**src/rtl/wa_pkg.sv**
```systemverilog
package wa_pkg;
  localparam int          WA_WORD_W          = 8;
  localparam logic [7:0]  WA_DEFAULT_PATTERN = 8'hBC;
endpackage

```
**src/rtl/wa_search.sv**
```systemverilog
// Scans every bit offset of a two-word span for the comma pattern and
// reports the lowest offset that matches.
module wa_search #(
  parameter int             W       = wa_pkg::WA_WORD_W,
  parameter logic [W-1:0]   PATTERN = wa_pkg::WA_DEFAULT_PATTERN
) (
  input  logic [2*W-1:0]          span,
  output logic                    found,
  output logic [$clog2(W)-1:0]    first_off
);
  localparam int OFF_W = $clog2(W);

  logic [W-1:0] hit;

  // Offset k takes bits [2W-1-k : W-k] of the span.
  generate
    for (genvar k = 0; k < W; k++) begin : g_cand
      assign hit[k] = (span[W-k +: W] == PATTERN);
    end
  endgenerate

  // Walk downward so the lowest matching offset is written last.
  always_comb begin
    found     = |hit;
    first_off = '0;
    for (int k = W - 1; k >= 0; k--) begin
      if (hit[k]) first_off = OFF_W'(k);
    end
  end
endmodule

```
**src/rtl/wa_lane.sv**
```systemverilog
// One channel: two-word history, offset register, output selection.
module wa_lane #(
  parameter int             W       = wa_pkg::WA_WORD_W,
  parameter logic [W-1:0]   PATTERN = wa_pkg::WA_DEFAULT_PATTERN
) (
  input  logic          clk,
  input  logic          rst,
  input  logic [W-1:0]  word_in,
  input  logic          enable,
  output logic [W-1:0]  word_out,
  output logic          comma,
  output logic          moved
);
  localparam int OFF_W = $clog2(W);

  logic [W-1:0]     newest_q;
  logic [W-1:0]     older_q;
  logic [OFF_W-1:0] off_q;
  logic [2*W-1:0]   span;
  logic             found;
  logic [OFF_W-1:0] first_off;
  logic             shift_now;
  logic [OFF_W-1:0] use_off;
  logic [W-1:0]     picked;

  assign span = {newest_q, older_q};

  wa_search #(.W(W), .PATTERN(PATTERN)) u_search (
    .span      (span),
    .found     (found),
    .first_off (first_off)
  );

  // A move happens only on a level-high enable and a fresh offset.
  assign shift_now = enable && found && (first_off != off_q);
  assign use_off   = shift_now ? first_off : off_q;

  always_comb begin
    picked = span[W - int'(use_off) +: W];
  end

  always_ff @(posedge clk) begin
    if (rst) begin
      newest_q <= '0;
      older_q  <= '0;
      off_q    <= '0;
      word_out <= '0;
      comma    <= 1'b0;
      moved    <= 1'b0;
    end else begin
      newest_q <= word_in;
      older_q  <= newest_q;
      if (shift_now) off_q <= first_off;
      word_out <= picked;
      comma    <= (picked == PATTERN);
      moved    <= shift_now;
    end
  end
endmodule

```
**src/rtl/manual_word_aligner.sv**
```systemverilog
module manual_word_aligner #(
  parameter int             NUM_CH  = 2,
  parameter int             W       = wa_pkg::WA_WORD_W,
  parameter logic [W-1:0]   PATTERN = wa_pkg::WA_DEFAULT_PATTERN
) (
  input  logic                  clk,
  input  logic                  rst,
  input  logic [NUM_CH*W-1:0]   raw_data,
  input  logic [NUM_CH-1:0]     align_en,
  output logic [NUM_CH*W-1:0]   aligned_data,
  output logic [NUM_CH-1:0]     comma_seen,
  output logic [NUM_CH-1:0]     sync_pulse
);
  generate
    for (genvar i = 0; i < NUM_CH; i++) begin : g_lane
      wa_lane #(.W(W), .PATTERN(PATTERN)) u_lane (
        .clk      (clk),
        .rst      (rst),
        .word_in  (raw_data[i*W +: W]),
        .enable   (align_en[i]),
        .word_out (aligned_data[i*W +: W]),
        .comma    (comma_seen[i]),
        .moved    (sync_pulse[i])
      );
    end
  endgenerate
endmodule

```
**config.mk**
```make
export PLATFORM = sky130hd
export DESIGN_NAME = manual_word_aligner
export DESIGN_NICKNAME = d
export VERILOG_FILES = /design/src/rtl/wa_pkg.sv /design/src/rtl/wa_search.sv /design/src/rtl/wa_lane.sv /design/src/rtl/manual_word_aligner.sv
export SDC_FILE = /design/constraint.sdc
export NUM_CORES = 1
export LEC_CHECK = 0
export BUFFER_PORTS_ARGS = -buffer_cell sky130_fd_sc_hd__buf_2
export CAP_MARGIN = 20
export CORE_MARGIN = 4
export CORE_UTILIZATION = 45
export CTS_CLUSTER_SIZE = 8
export DETAILED_ROUTE_END_ITERATION = 6
export PLACE_DENSITY_LB_ADDON = 0.05
export SYNTH_ARGS = -nofsm -noshare
export SYNTH_HDL_FRONTEND = slang
export SYNTH_SLANG_ARGS = --single-unit
```
**constraint.sdc**
```tcl
create_clock -name clk -period 4.5 [get_ports clk]
set_input_delay 0.225 -clock clk [delete_from_list [all_inputs] [get_ports clk]]
set_output_delay 0.225 -clock clk [all_outputs]
set_load 0.05 [all_outputs]
```
# Yosys cells after proc, flatten, opt, wreduce, memory -nomap -nowiden
# Cells that the tools add are included.
[classes] n_eq_ne=20 muxes=18 n_reduce_logical=6 addsub=2 shift=2
[ops] cell="8-bit equality test, second input constant" count=18
[ops] cell="16-bit by 32-bit indexed part select with 8-bit output" count=2
[ops] cell="3-bit 2-to-1 mux" count=18
[ops] cell="8-bit OR reduction" count=2
[ops] cell="4-bit by 3-bit subtractor with 5-bit output, first input constant" count=2
[ops] cell="3-bit inequality test" count=2
[ops] cell="1-bit logical AND" count=4
[totals] input_bits=20 register_bits=58 output_inout_bits=20 word_cells=60

# Logic depth before layout (Yosys ltp)
# Gate-level depths: netlist of run 1.
[logic_depth] depth_word=15 ltp_mapped=17 ltp_nobuf=15

# Cells and area by module
# A second synthesis of run 1 with hierarchy kept.
[unflattened] hier_cells=358 hier_area_um2=3806.2
[by_module_without_submodules] module="wa_lane (g_lane[1].u_lane)" area_per_inst_um2=1697.9 instances=1 seq_area_each_um2=580.6 cells_each=147
[by_module_without_submodules] module="wa_lane (g_lane[0].u_lane)" area_per_inst_um2=1652.8 instances=1 seq_area_each_um2=580.6 cells_each=159
[by_module_without_submodules] module="wa_search" area_per_inst_um2=227.7 instances=2 seq_area_each_um2=0.0 cells_each=26

# Worst setup path after synthesis of run 1
# Ideal clock, no wire load.
[synth_timing] path_kind="flip-flop to flip-flop" startpoint="register g_lane[1].u_lane.newest_q[1]" endpoint="register g_lane[1].u_lane.comma" arrival_time_ns=3.643 path_stages_with_launch=17 n_path_buf=3 required_ns=4.397 period_less_slack_ns=3.747 setup_ns=0.103 setup_slack_ns=0.753 cell_sequence="dfxtp_1 buf_6 and4bb_2 o21ai_2 a41oi_4 mux2i_4 clkinv_4 buf_2 ha_1 clkinv_1 clkbuf_1 nor2_1 a221oi_1 nand2_1 nor3b_1 o21ai_0 a2111oi_2"
[synth_between] elab_chain_cells=14 elab_cells_between_ends=22 cone_classes="add/sub: 1; eq/ne: 9; shift: 1; mux: 8; reduce/logical: 3"
[synth_lines] element="start, declared" line="wa_lane.sv:16" source="logic [W-1:0] newest_q;"
[synth_lines] element="start signal, assigned" line="wa_lane.sv:51" source="newest_q <= word_in;"
[synth_lines] element="8-bit equality test" line="wa_search.sv:18" source="assign hit[k] = (span[W-k +: W] == PATTERN);"
[synth_lines] element="3-bit 2-to-1 mux (7 in series)" line="wa_search.sv:27" source="if (hit[k]) first_off = OFF_W'(k);"
[synth_lines] element="3-bit inequality test" line="wa_lane.sv:35" source="assign shift_now = enable && found && (first_off != off_q);"
[synth_lines] element="1-bit logical AND" line="wa_lane.sv:35"
[synth_lines] element="3-bit 2-to-1 mux" line="wa_lane.sv:36" source="assign use_off = shift_now ? first_off : off_q;"
[synth_lines] element="4-bit by 3-bit subtractor with 5-bit output" line="wa_lane.sv:39" source="picked = span[W - int'(use_off) +: W];"
[synth_lines] element="16-bit by 32-bit indexed part select with 8-bit output (*)" line="wa_lane.sv:39"
[synth_lines] element="8-bit equality test (*)" line="wa_lane.sv:55" source="comma <= (picked == PATTERN);"
[synth_lines] element="end signal, assigned" line="wa_lane.sv:55"
[synth_lines] element="end, declared" line="wa_lane.sv:11" source="output logic comma,"
# Mark *: on every way between the ends. The rest lies on a longest branch, timed or not.
# A chain may end at the register's enable or synchronous reset.

# Final worst setup path of run 1
# Ends and elaborated chain as after synthesis.

==> results.txt, run 1 <==
By instance count, the cell type seen most on the critical path is sky130_fd_sc_hd__o21ai_2. By area the synthesized netlist is led by sky130_fd_sc_hd__dfxtp_1, sky130_fd_sc_hd__mux2i_1, sky130_fd_sc_hd__mux4_2. The per-cell via count in the routed design came out at between 5 and 6. The number of nets handed over by synthesis was 401. The number of rows created at floorplan is 32.

The post-synth design cell area is approximately 3600 sq um. The sum of negative setup slack came out at 0 ps. Setup violations remaining at the end of the flow were counted as 0.

The post-synthesis async set-or-reset flop share came out at 0. 0 antenna diodes ended up in the layout. The flow ran to the end, and the final reports show no timing, DRC or antenna violations. The element type at the critical path end is a flop. The fraction of final layout cells sized beyond drive strength 1 came out at 0.257. Between clock sinks in the finished design, the worst skew comes to 6.01 ps. At the end of routability-driven placement, the weighted congestion stood at 0.815. The via count of the first global-routing pass was roughly 2.8k.

Counting distinct cell types in the post-synthesis netlist gives slightly below 70. The maximum level of the CTS H-tree is 3. In this run the worst setup path begins at g_lane[1].u_lane.newest_q[1]. The register bit total from synthesis is between 50 and 60.

The detailed-route wire length per cell is 16.7 um. Buffers inserted to repair hold after CTS numbered 0. The yosys synthesis warning count came out at 0. Across all layers, the routed design uses roughly 3k vias. The worst-skew pair later-pin latency is approximately 340 ps. The total congestion overflow came out at 0. The initial antenna violation count is 0. The termination of the worst setup path is g_lane[1].u_lane.comma. The top cell types in the final layout, fill and taps aside, are sky130_fd_sc_hd__dfxtp_1, sky130_fd_sc_hd__buf_2, sky130_fd_sc_hd__nor2_1, sky130_fd_sc_hd__nor2b_1, sky130_fd_sc_hd__nand2_1.

The number of violations reported at the end of detailed-routing iteration 0 came out at between 150 and 200. The maximum clock insertion buffer count is 2. The count of input and output buffers came out at 39.

The TritonCTS buffer count came out at 9. Setup repair after global routing left no endpoint under its margin. The cell count after synthesis is ~380. For this configuration, the core starts out at a cell density of 0.464. For this run, the slowest stage of the critical path takes 540 ps. The register-to-register path setup slack is just under 400 ps. Walking the worst path, the cells encountered are and4bb_2, o21ai_2, a41oi_4, mux2i_4, clkinv_4, ha_1, clkinv_1, buf_4, nor2_1, o21ai_0, a21o_1, a221oi_4, o21ai_2, a2111oi_2. The share of the Yosys chip area taken by registers is 0.324.

Of the total power, the clock network draws 0.416. The post-layout net count is around 430. Of the total power, combinational logic draws 0.096.

The data required time of the worst path is approximately 4700 ps. The die covers 9450 sq um. The first-pass GRT wire length is roughly 14000 um. Of the post-synthesis cell area, the dominant cell type holds 0.324. The global-route usage over all layers is 0.187. The number of sinks handled by clock tree synthesis came out at between 50 and 60. The critical path in this run is classified as flop to flop. The count of nets left with antenna violations once routing finished came out at 0. The cell area after placement came out at approximately 3800 sq um. In this run the critical register-to-register path is launched from g_lane[1].u_lane.newest_q[1]. After layout, the minimum clock period comes to 4110 ps. VDD sags by at most about 0.16 mV. The library cell used most frequently in the layout, excluding fill and tap cells, is sky130_fd_sc_hd__dfxtp_1. The area of the core region is 7730 sq um. Of the total power, registers draw 0.488. Counting flops with a built-in enable in the synthesized netlist gives 0. The most used flip-flop cell after synthesis is sky130_fd_sc_hd__dfxtp_1. Entering global routing, the biggest net connects 57 pins. The depth of the worst register-to-register path is 14. The worst register-to-register path ends at g_lane[1].u_lane.comma. The count of unresolved DRC violations after routing is 0. The data arrival time of the critical path is 4360 ps.

For the pin with the worst max-slew slack, the measured transition is around 840 ps. The HPWL after detailed placement came out at 6110 um. The max-slew violation total from the final report is 0. The worst slew margin relative to its limit is 0.441. The net switching power of the design is around 0.00031 W. The master of the slowest instance on the critical path is sky130_fd_sc_hd__dfxtp_1. For this block, the routed nets add up to roughly 8700 um of wire. In this run the clock root is driven by a sky130_fd_sc_hd__clkbuf_8. Max-cap violations in this run came to 0. sky130_fd_sc_hd__dfxtp_1 takes more of the synthesized area than any other cell. In this run the power density over the cells is between 200 and 300 nW/um^2. The mean instance size in the synthesized netlist came out at between 9 and 10 sq um. The reported leakage power is between 1.5 and 2 nW.

The area of all placed cells without fillers came out at between 4000 and 5000 sq um. The TritonCTS clock tree is done. The number of post-CTS setup repair buffers is 0. STA classifies the critical path startpoint as a flop. The peak fanout along the critical path is 16.

The post-cts sizing count came out at 0. From bottom edge to top edge, the die measures around 97 um. The net switching fraction of the power is 0.272.

After clock tree synthesis, the clock-pin slew on the worst setup and hold paths is 70 ps. The internal portion of the total power is about 0.00084 W. The total count of hold-check failures in the final report is 0. Derived from the worst setup path, the maximum achievable clock frequency is around 240 MHz. The first-pass iteration count of the detailed router is 4.

The synthesis-to-layout area growth came out at 12.9%. Dividing the final minimum period by the clock period gives 0.914. The I/O pin total came out at 40. Measured along the x axis, the die boundary spans 97.2 um.

The path class of the tightest hold or removal check is input pin to flop.
[cells in the mapped netlist (2+ instances only)]
cell type	n
sky130_fd_sc_hd__mux4_2	11
sky130_fd_sc_hd__mux2_2	7
sky130_fd_sc_hd__or4bb_1	3
sky130_fd_sc_hd__a22o_1	2
sky130_fd_sc_hd__nor2b_1	32
sky130_fd_sc_hd__buf_2	2
sky130_fd_sc_hd__ha_1	2
sky130_fd_sc_hd__a22oi_1	3
sky130_fd_sc_hd__nor4bb_1	5
sky130_fd_sc_hd__a221oi_1	3
sky130_fd_sc_hd__o21ai_2	4
sky130_fd_sc_hd__and4bb_2	6
sky130_fd_sc_hd__a21oi_1	17
sky130_fd_sc_hd__dfxtp_1	58
sky130_fd_sc_hd__o21ai_0	12
sky130_fd_sc_hd__o22ai_1	2
sky130_fd_sc_hd__xnor2_1	8
sky130_fd_sc_hd__nor3_1	7
sky130_fd_sc_hd__a211oi_1	4
sky130_fd_sc_hd__o21ai_1	2
sky130_fd_sc_hd__buf_1	3
sky130_fd_sc_hd__buf_4	6
sky130_fd_sc_hd__clkbuf_1	12
sky130_fd_sc_hd__nor2_1	33
sky130_fd_sc_hd__or2_2	2
sky130_fd_sc_hd__o211ai_1	2
sky130_fd_sc_hd__mux2i_1	25
sky130_fd_sc_hd__o21a_1	2
sky130_fd_sc_hd__nand2_1	29
sky130_fd_sc_hd__a31oi_1	4
sky130_fd_sc_hd__and2_1	3
sky130_fd_sc_hd__nand4_1	4
sky130_fd_sc_hd__and4b_1	6
sky130_fd_sc_hd__a311oi_1	4
sky130_fd_sc_hd__nand3_1	11
sky130_fd_sc_hd__and4bb_1	2
sky130_fd_sc_hd__nand4b_1	2
sky130_fd_sc_hd__nor4_1	2
sky130_fd_sc_hd__inv_1	8
[flip-flops by register name, indices dropped and copies added, names as in the netlist]
register	count
g_lane.u_lane.newest_q	16
g_lane.u_lane.word_out	16
g_lane.u_lane.older_q	16
g_lane.u_lane.moved	2
g_lane.u_lane.comma	2
g_lane.u_lane.off_q	6
[layout make-up]
class                      count  area (sq um)
fill                         734          3680
multi-input combinational    286          2250
sequential                    58          1160
timing repair buffer          47           268
tap                          102           128
clock buffer                   9           124
clock inverter                 7          70.1
inverter                      10          42.5
[critical path: cells and delay by family, from the launching register on]
kind / cells / cell delay [ps]
muxes: 1 / 400
AOI/OAI and AO/OA: 7 / 1590
adders and majority gates: 1 / 350
DFF: 1 / 540
and+or+nand+nor: 2 / 410
buffers and inverters: 3 / 730
[per-stage QoR]
stage / std cells / setup slack (ps) / utilization / total power (W) / hold slack, ps
6_report: 519 / 387 / 0.523 / 0.00115 / 90.9
5_1_grt: 519 / 62.3 / 0.523 / 0.00121 / 85.0
4_1_cts: 518 / 390 / 0.521 / 0.00116 / 78.6
3_5_place_dp: 502 / 430 / 0.496 / 0.000680 / 438
3_3_place_gp: 502 / 497 / 0.496 / 0.000679 / 432
2_1_floorplan: 379 / 753 / - / 0.000644 / 296
[worst min path at each step]
stage	cells past startpoint	from	end	slack, ps
floorplan	1	rst	g_lane[1].u_lane.word_out[2]	300
finish	2	raw_data[6]	g_lane[0].u_lane.newest_q[6]	90
CTS	2	raw_data[1]	g_lane[0].u_lane.newest_q[1]	80
detailed placement	2	raw_data[1]	g_lane[0].u_lane.newest_q[1]	440
global placement	2	raw_data[14]	g_lane[1].u_lane.newest_q[6]	430
global route	2	raw_data[5]	g_lane[0].u_lane.newest_q[5]	80
[kinds of logic (layout without fill, tap and decap cells)]
logic type	after synthesis	after routing	share of synthesized area
buffers and inverters	35	73	0.0475
XOR/XNOR	10	10	0.0265
flip-flops	58	58	0.324
AO/OA/AOI/OAI	76	76	0.168
multiplexers	46	46	0.178
AND/OR/NAND/NOR	152	152	0.249
adder cells (fa/ha/maj)	2	2	0.00698
[metal layers]
layer / wire length, um / global-route usage / vias to the layer above
met5: 0 / 0 / -
met1: 4500 / 0.295 / 1409
met2: 3540 / 0.251 / 108
li1: - / - / 1475
met4: 85 / 0.0714 / 0
met3: 565 / 0.0302 / 6
[power groups by stage]
stage	combinational (W)	sequential, W	clock, W
floorplan	0.0000649	0.000579	0
global placement	0.000108	0.000571	0
finish	0.000110	0.000560	0.000477
CTS	0.000109	0.000560	0.000489
detailed placement	0.000108	0.000572	0
global route	0.000120	0.000564	0.000523
No activity file was read; power rests on OpenSTA's default activity.
==> inputs of run 2 (changes only) <==
--- a/config.mk
+++ b/config.mk
@@ -6,12 +6,11 @@
 export NUM_CORES = 1
 export LEC_CHECK = 0
 export BUFFER_PORTS_ARGS = -buffer_cell sky130_fd_sc_hd__buf_2
-export CAP_MARGIN = 20
 export CORE_MARGIN = 4
-export CORE_UTILIZATION = 45
+export CORE_UTILIZATION = 55
 export CTS_CLUSTER_SIZE = 8
 export DETAILED_ROUTE_END_ITERATION = 6
-export PLACE_DENSITY_LB_ADDON = 0.05
+export PLACE_DENSITY_LB_ADDON = 0.1
 export SYNTH_ARGS = -nofsm -noshare
 export SYNTH_HDL_FRONTEND = slang
 export SYNTH_SLANG_ARGS = --single-unit
==> run 2 against run 1 <==
Via count is 1.7% lower. Largest cell class unchanged. Worst hold slack worse by 3.4 ps. Clock skew up 3.5 ps. Largest power group unchanged.
==> results.txt, run 2 (same netlist as run 1, synthesis figures left out) <==
The initial cell density of the core was 0.564 (was 0.464). The first-pass GRT wire length came to 13500 um (was 14500 um). The maximum clock insertion buffer count is 2 (unchanged). The max-slew violation total from the final report came to 0 (unchanged).

The area of the core region is 6350 sq um (was 7730 sq um). The worst slew margin relative to its limit came out at 0.313 (was 0.441). The final RePlAce weighted congestion came to 0.906 (was 0.815). The number of rows created at floorplan came out at 29 (was 32).

The largest net degree at the start of global routing came out at 57 (unchanged). The number of sinks handled by clock tree synthesis is 58 (unchanged). The TritonCTS buffer count was 9 (unchanged). The post-layout net count is 433 (was 434). The slew at the pin with the worst max-slew slack came out at 1030 ps (was 836 ps).

The data arrival time of the critical path came out at 4260 ps (was 4360 ps). The category of the most critical setup path is flop to flop (unchanged). The sum of negative setup slack is 0 ps (unchanged). The count of input and output buffers came out at 39 (unchanged). The final-report setup violation count came out at 0 (unchanged). The reported leakage power is 1.62 nW (about the same).

The full die area is 7870 sq um (was 9450 sq um). The detailed-route wire length per cell came out at 16.4 um (was 16.7 um). The global-route usage over all layers came out at 0.222 (was 0.187). The total power divided by cell area came out at 289 nW/um^2 (was 284 nW/um^2). The final clock skew came to 9.54 ps (was 6.01 ps). The leading cell type in the layout, fill and taps excluded is sky130_fd_sc_hd__dfxtp_1 (unchanged). The number of violations reported at the end of detailed-routing iteration 0 is 184 (was 193).

The worst-skew pair later-pin latency came out at 340 ps (about the same). The maximum ir drop on the vdd rail came out at 0.303 mV (was 0.159 mV). The per-cell via count in the routed design came out at 5.98 (was 5.78).

The count of unresolved DRC violations after routing came to 0 (unchanged). The post-route total power is 0.00116 W (was 0.00115 W). The total congestion overflow is 0 (unchanged). The I/O pin total is 40 (unchanged).

The beginning of the worst register-to-register path is g_lane[1].u_lane.newest_q[1] (unchanged). The total count of hold-check failures in the final report came out at 0 (unchanged). The end of the worst register-to-register path is g_lane[1].u_lane.comma (unchanged). The die width came out at 88.7 um (was 97.2 um).

The count of antenna diodes in the layout came to 0 (unchanged). The initial antenna violation count came out at 0 (unchanged). Setup repair after global routing missed its margin: no (unchanged). The antenna violation net count after detailed routing came out at 0 (unchanged). The data required time of the worst path is 4740 ps (about the same). The number of post-CTS setup repair buffers is 0 (unchanged). The startpoint of the lowest-slack hold path was raw_data[3] (was raw_data[6]). The fraction of final layout cells sized beyond drive strength 1 came out at 0.255 (was 0.257). Top Registers: g_lane.u_lane.newest_q x16, g_lane.u_lane.older_q x16, g_lane.u_lane.word_out x16 (unchanged). The element type at the critical path end was a flop (unchanged). The total wire length after detailed routing came to 8070 um (was 8690 um).

The synthesis-to-layout area growth was 11.7% (was 12.9%). The HPWL after detailed placement was 5810 um (was 6110 um). The buffer type at the clock tree root is sky130_fd_sc_hd__clkbuf_8 (unchanged). The first-pass iteration count of the detailed router came out at 4 (unchanged). The shortest period the worst path allows was 4020 ps (was 4110 ps). Highest-count cells in the layout ignoring fill and taps: sky130_fd_sc_hd__dfxtp_1, sky130_fd_sc_hd__buf_2, sky130_fd_sc_hd__nor2_1, sky130_fd_sc_hd__nor2b_1, sky130_fd_sc_hd__nand2_1 (unchanged). The peak fanout along the critical path came out at 16 (unchanged).

The maximum clock frequency is 249 MHz (was 243 MHz). The count of filler cells inserted in the layout came to 545 (was 734). The terminating pin of the worst hold path is g_lane[0].u_lane.newest_q[3] (was g_lane[0].u_lane.newest_q[6]).

The post-cts sizing count is 0 (unchanged). The via count of the first global-routing pass came out at 2701 (was 2759). The TritonCTS clock tree was done (unchanged). The number of max-capacitance violations reported came out at 0 (unchanged). The register-to-register path setup slack was 480 ps (was 390 ps).

The maximum level of the CTS H-tree came to 3 (unchanged). The hold buffer count at cts is 0 (unchanged). The element type at the critical path start is a flop (unchanged).

The via count is 2947 (was 2998). The y dimension of the die came out at 88.7 um (was 97.2 um). The instance count along the most critical hold path is 2 (unchanged). Result of the run: completed (unchanged). The clock input transition at the sequential cells of the worst setup and hold paths came out at 70 ps (about the same). The worst min-delay path class is input pin to flop (unchanged).

The ratio of final minimum period to clock period came out at 0.894 (was 0.914). The depth of the worst register-to-register path came out at 11 (was 14).
==> run 2: cell count changes in the layout (fill, tap and decap cells not counted) <==
| cell | change |
|---|---|
| sky130_fd_sc_hd__clkbuf_8 | +2 |
| sky130_fd_sc_hd__clkinv_4 | -2 |
| sky130_fd_sc_hd__buf_12 | -1 |
==> run 2: worst max-delay path by stage <==
stage / cells after the start / slack [ps] / from / to
3_3_place_gp: 11 / 610 / g_lane[1].u_lane.newest_q[1] / g_lane[1].u_lane.comma
6_report: 11 / 480 / g_lane[1].u_lane.newest_q[1] / g_lane[1].u_lane.comma
5_1_grt: 13 / 250 / g_lane[1].u_lane.newest_q[1] / g_lane[1].u_lane.comma
4_1_cts: 11 / 450 / g_lane[1].u_lane.newest_q[1] / g_lane[1].u_lane.comma
3_5_place_dp: 11 / 460 / g_lane[1].u_lane.newest_q[1] / g_lane[1].u_lane.comma
2_1_floorplan: 16 / 750 / g_lane[1].u_lane.newest_q[1] / g_lane[1].u_lane.comma
==> run 2: stage by stage <==
stage	hold slack [ps]	area (sq um)	utilization	instances	setup WS [ps]
global placement	434	3800	0.598	477	614
finish	87.6	4000	0.630	493	478
detailed placement	437	3800	0.598	477	458
CTS	78.0	4000	0.630	493	450
floorplan	296	3580	-	379	753
global route	65.9	4000	0.630	493	246
==> run 2: cell type report <==
| type | instances | area (sq um) | area share |
|---|---|---|---|
| Timing Repair Buffer | 46 | 248 | 0.0619 |
| Clock buffer | 11 | 151 | 0.0378 |
| Tap cell | 77 | 96.3 | 0.0241 |
| Clock inverter | 5 | 52.6 | 0.0131 |
| Multi-Input combinational cell | 286 | 2250 | 0.562 |
| Sequential cell | 58 | 1160 | 0.290 |
| Inverter | 10 | 42.5 | 0.0106 |
==> run 2: worst max-delay path, stage by stage (launching register included) <==
cell and delay (ps):
sky130_fd_sc_hd__dfxtp_1 520, sky130_fd_sc_hd__and4bb_2 310, sky130_fd_sc_hd__o21ai_2 100, sky130_fd_sc_hd__a41oi_4 400
sky130_fd_sc_hd__mux2i_4 400, sky130_fd_sc_hd__clkinv_4 200, sky130_fd_sc_hd__ha_1 300, sky130_fd_sc_hd__xor2_2 420
sky130_fd_sc_hd__mux4_2 590, sky130_fd_sc_hd__a221oi_4 250, sky130_fd_sc_hd__o21ai_2 90, sky130_fd_sc_hd__a2111oi_2 330
==> run 2: per-layer routing <==
metal	part of all wire	track usage	routed length (um)
met1	0.51	0.336	4080
met3	0.071	0.0652	572
met5	0	0	0
met4	0.012	0.0687	93
met2	0.41	0.300	3320
==> run 2: report_power, final <==
part,internal (W),switching (W)
registers,0.000533,0.0000262
clock network,0.000283,0.000206
logic,0.0000470,0.0000612
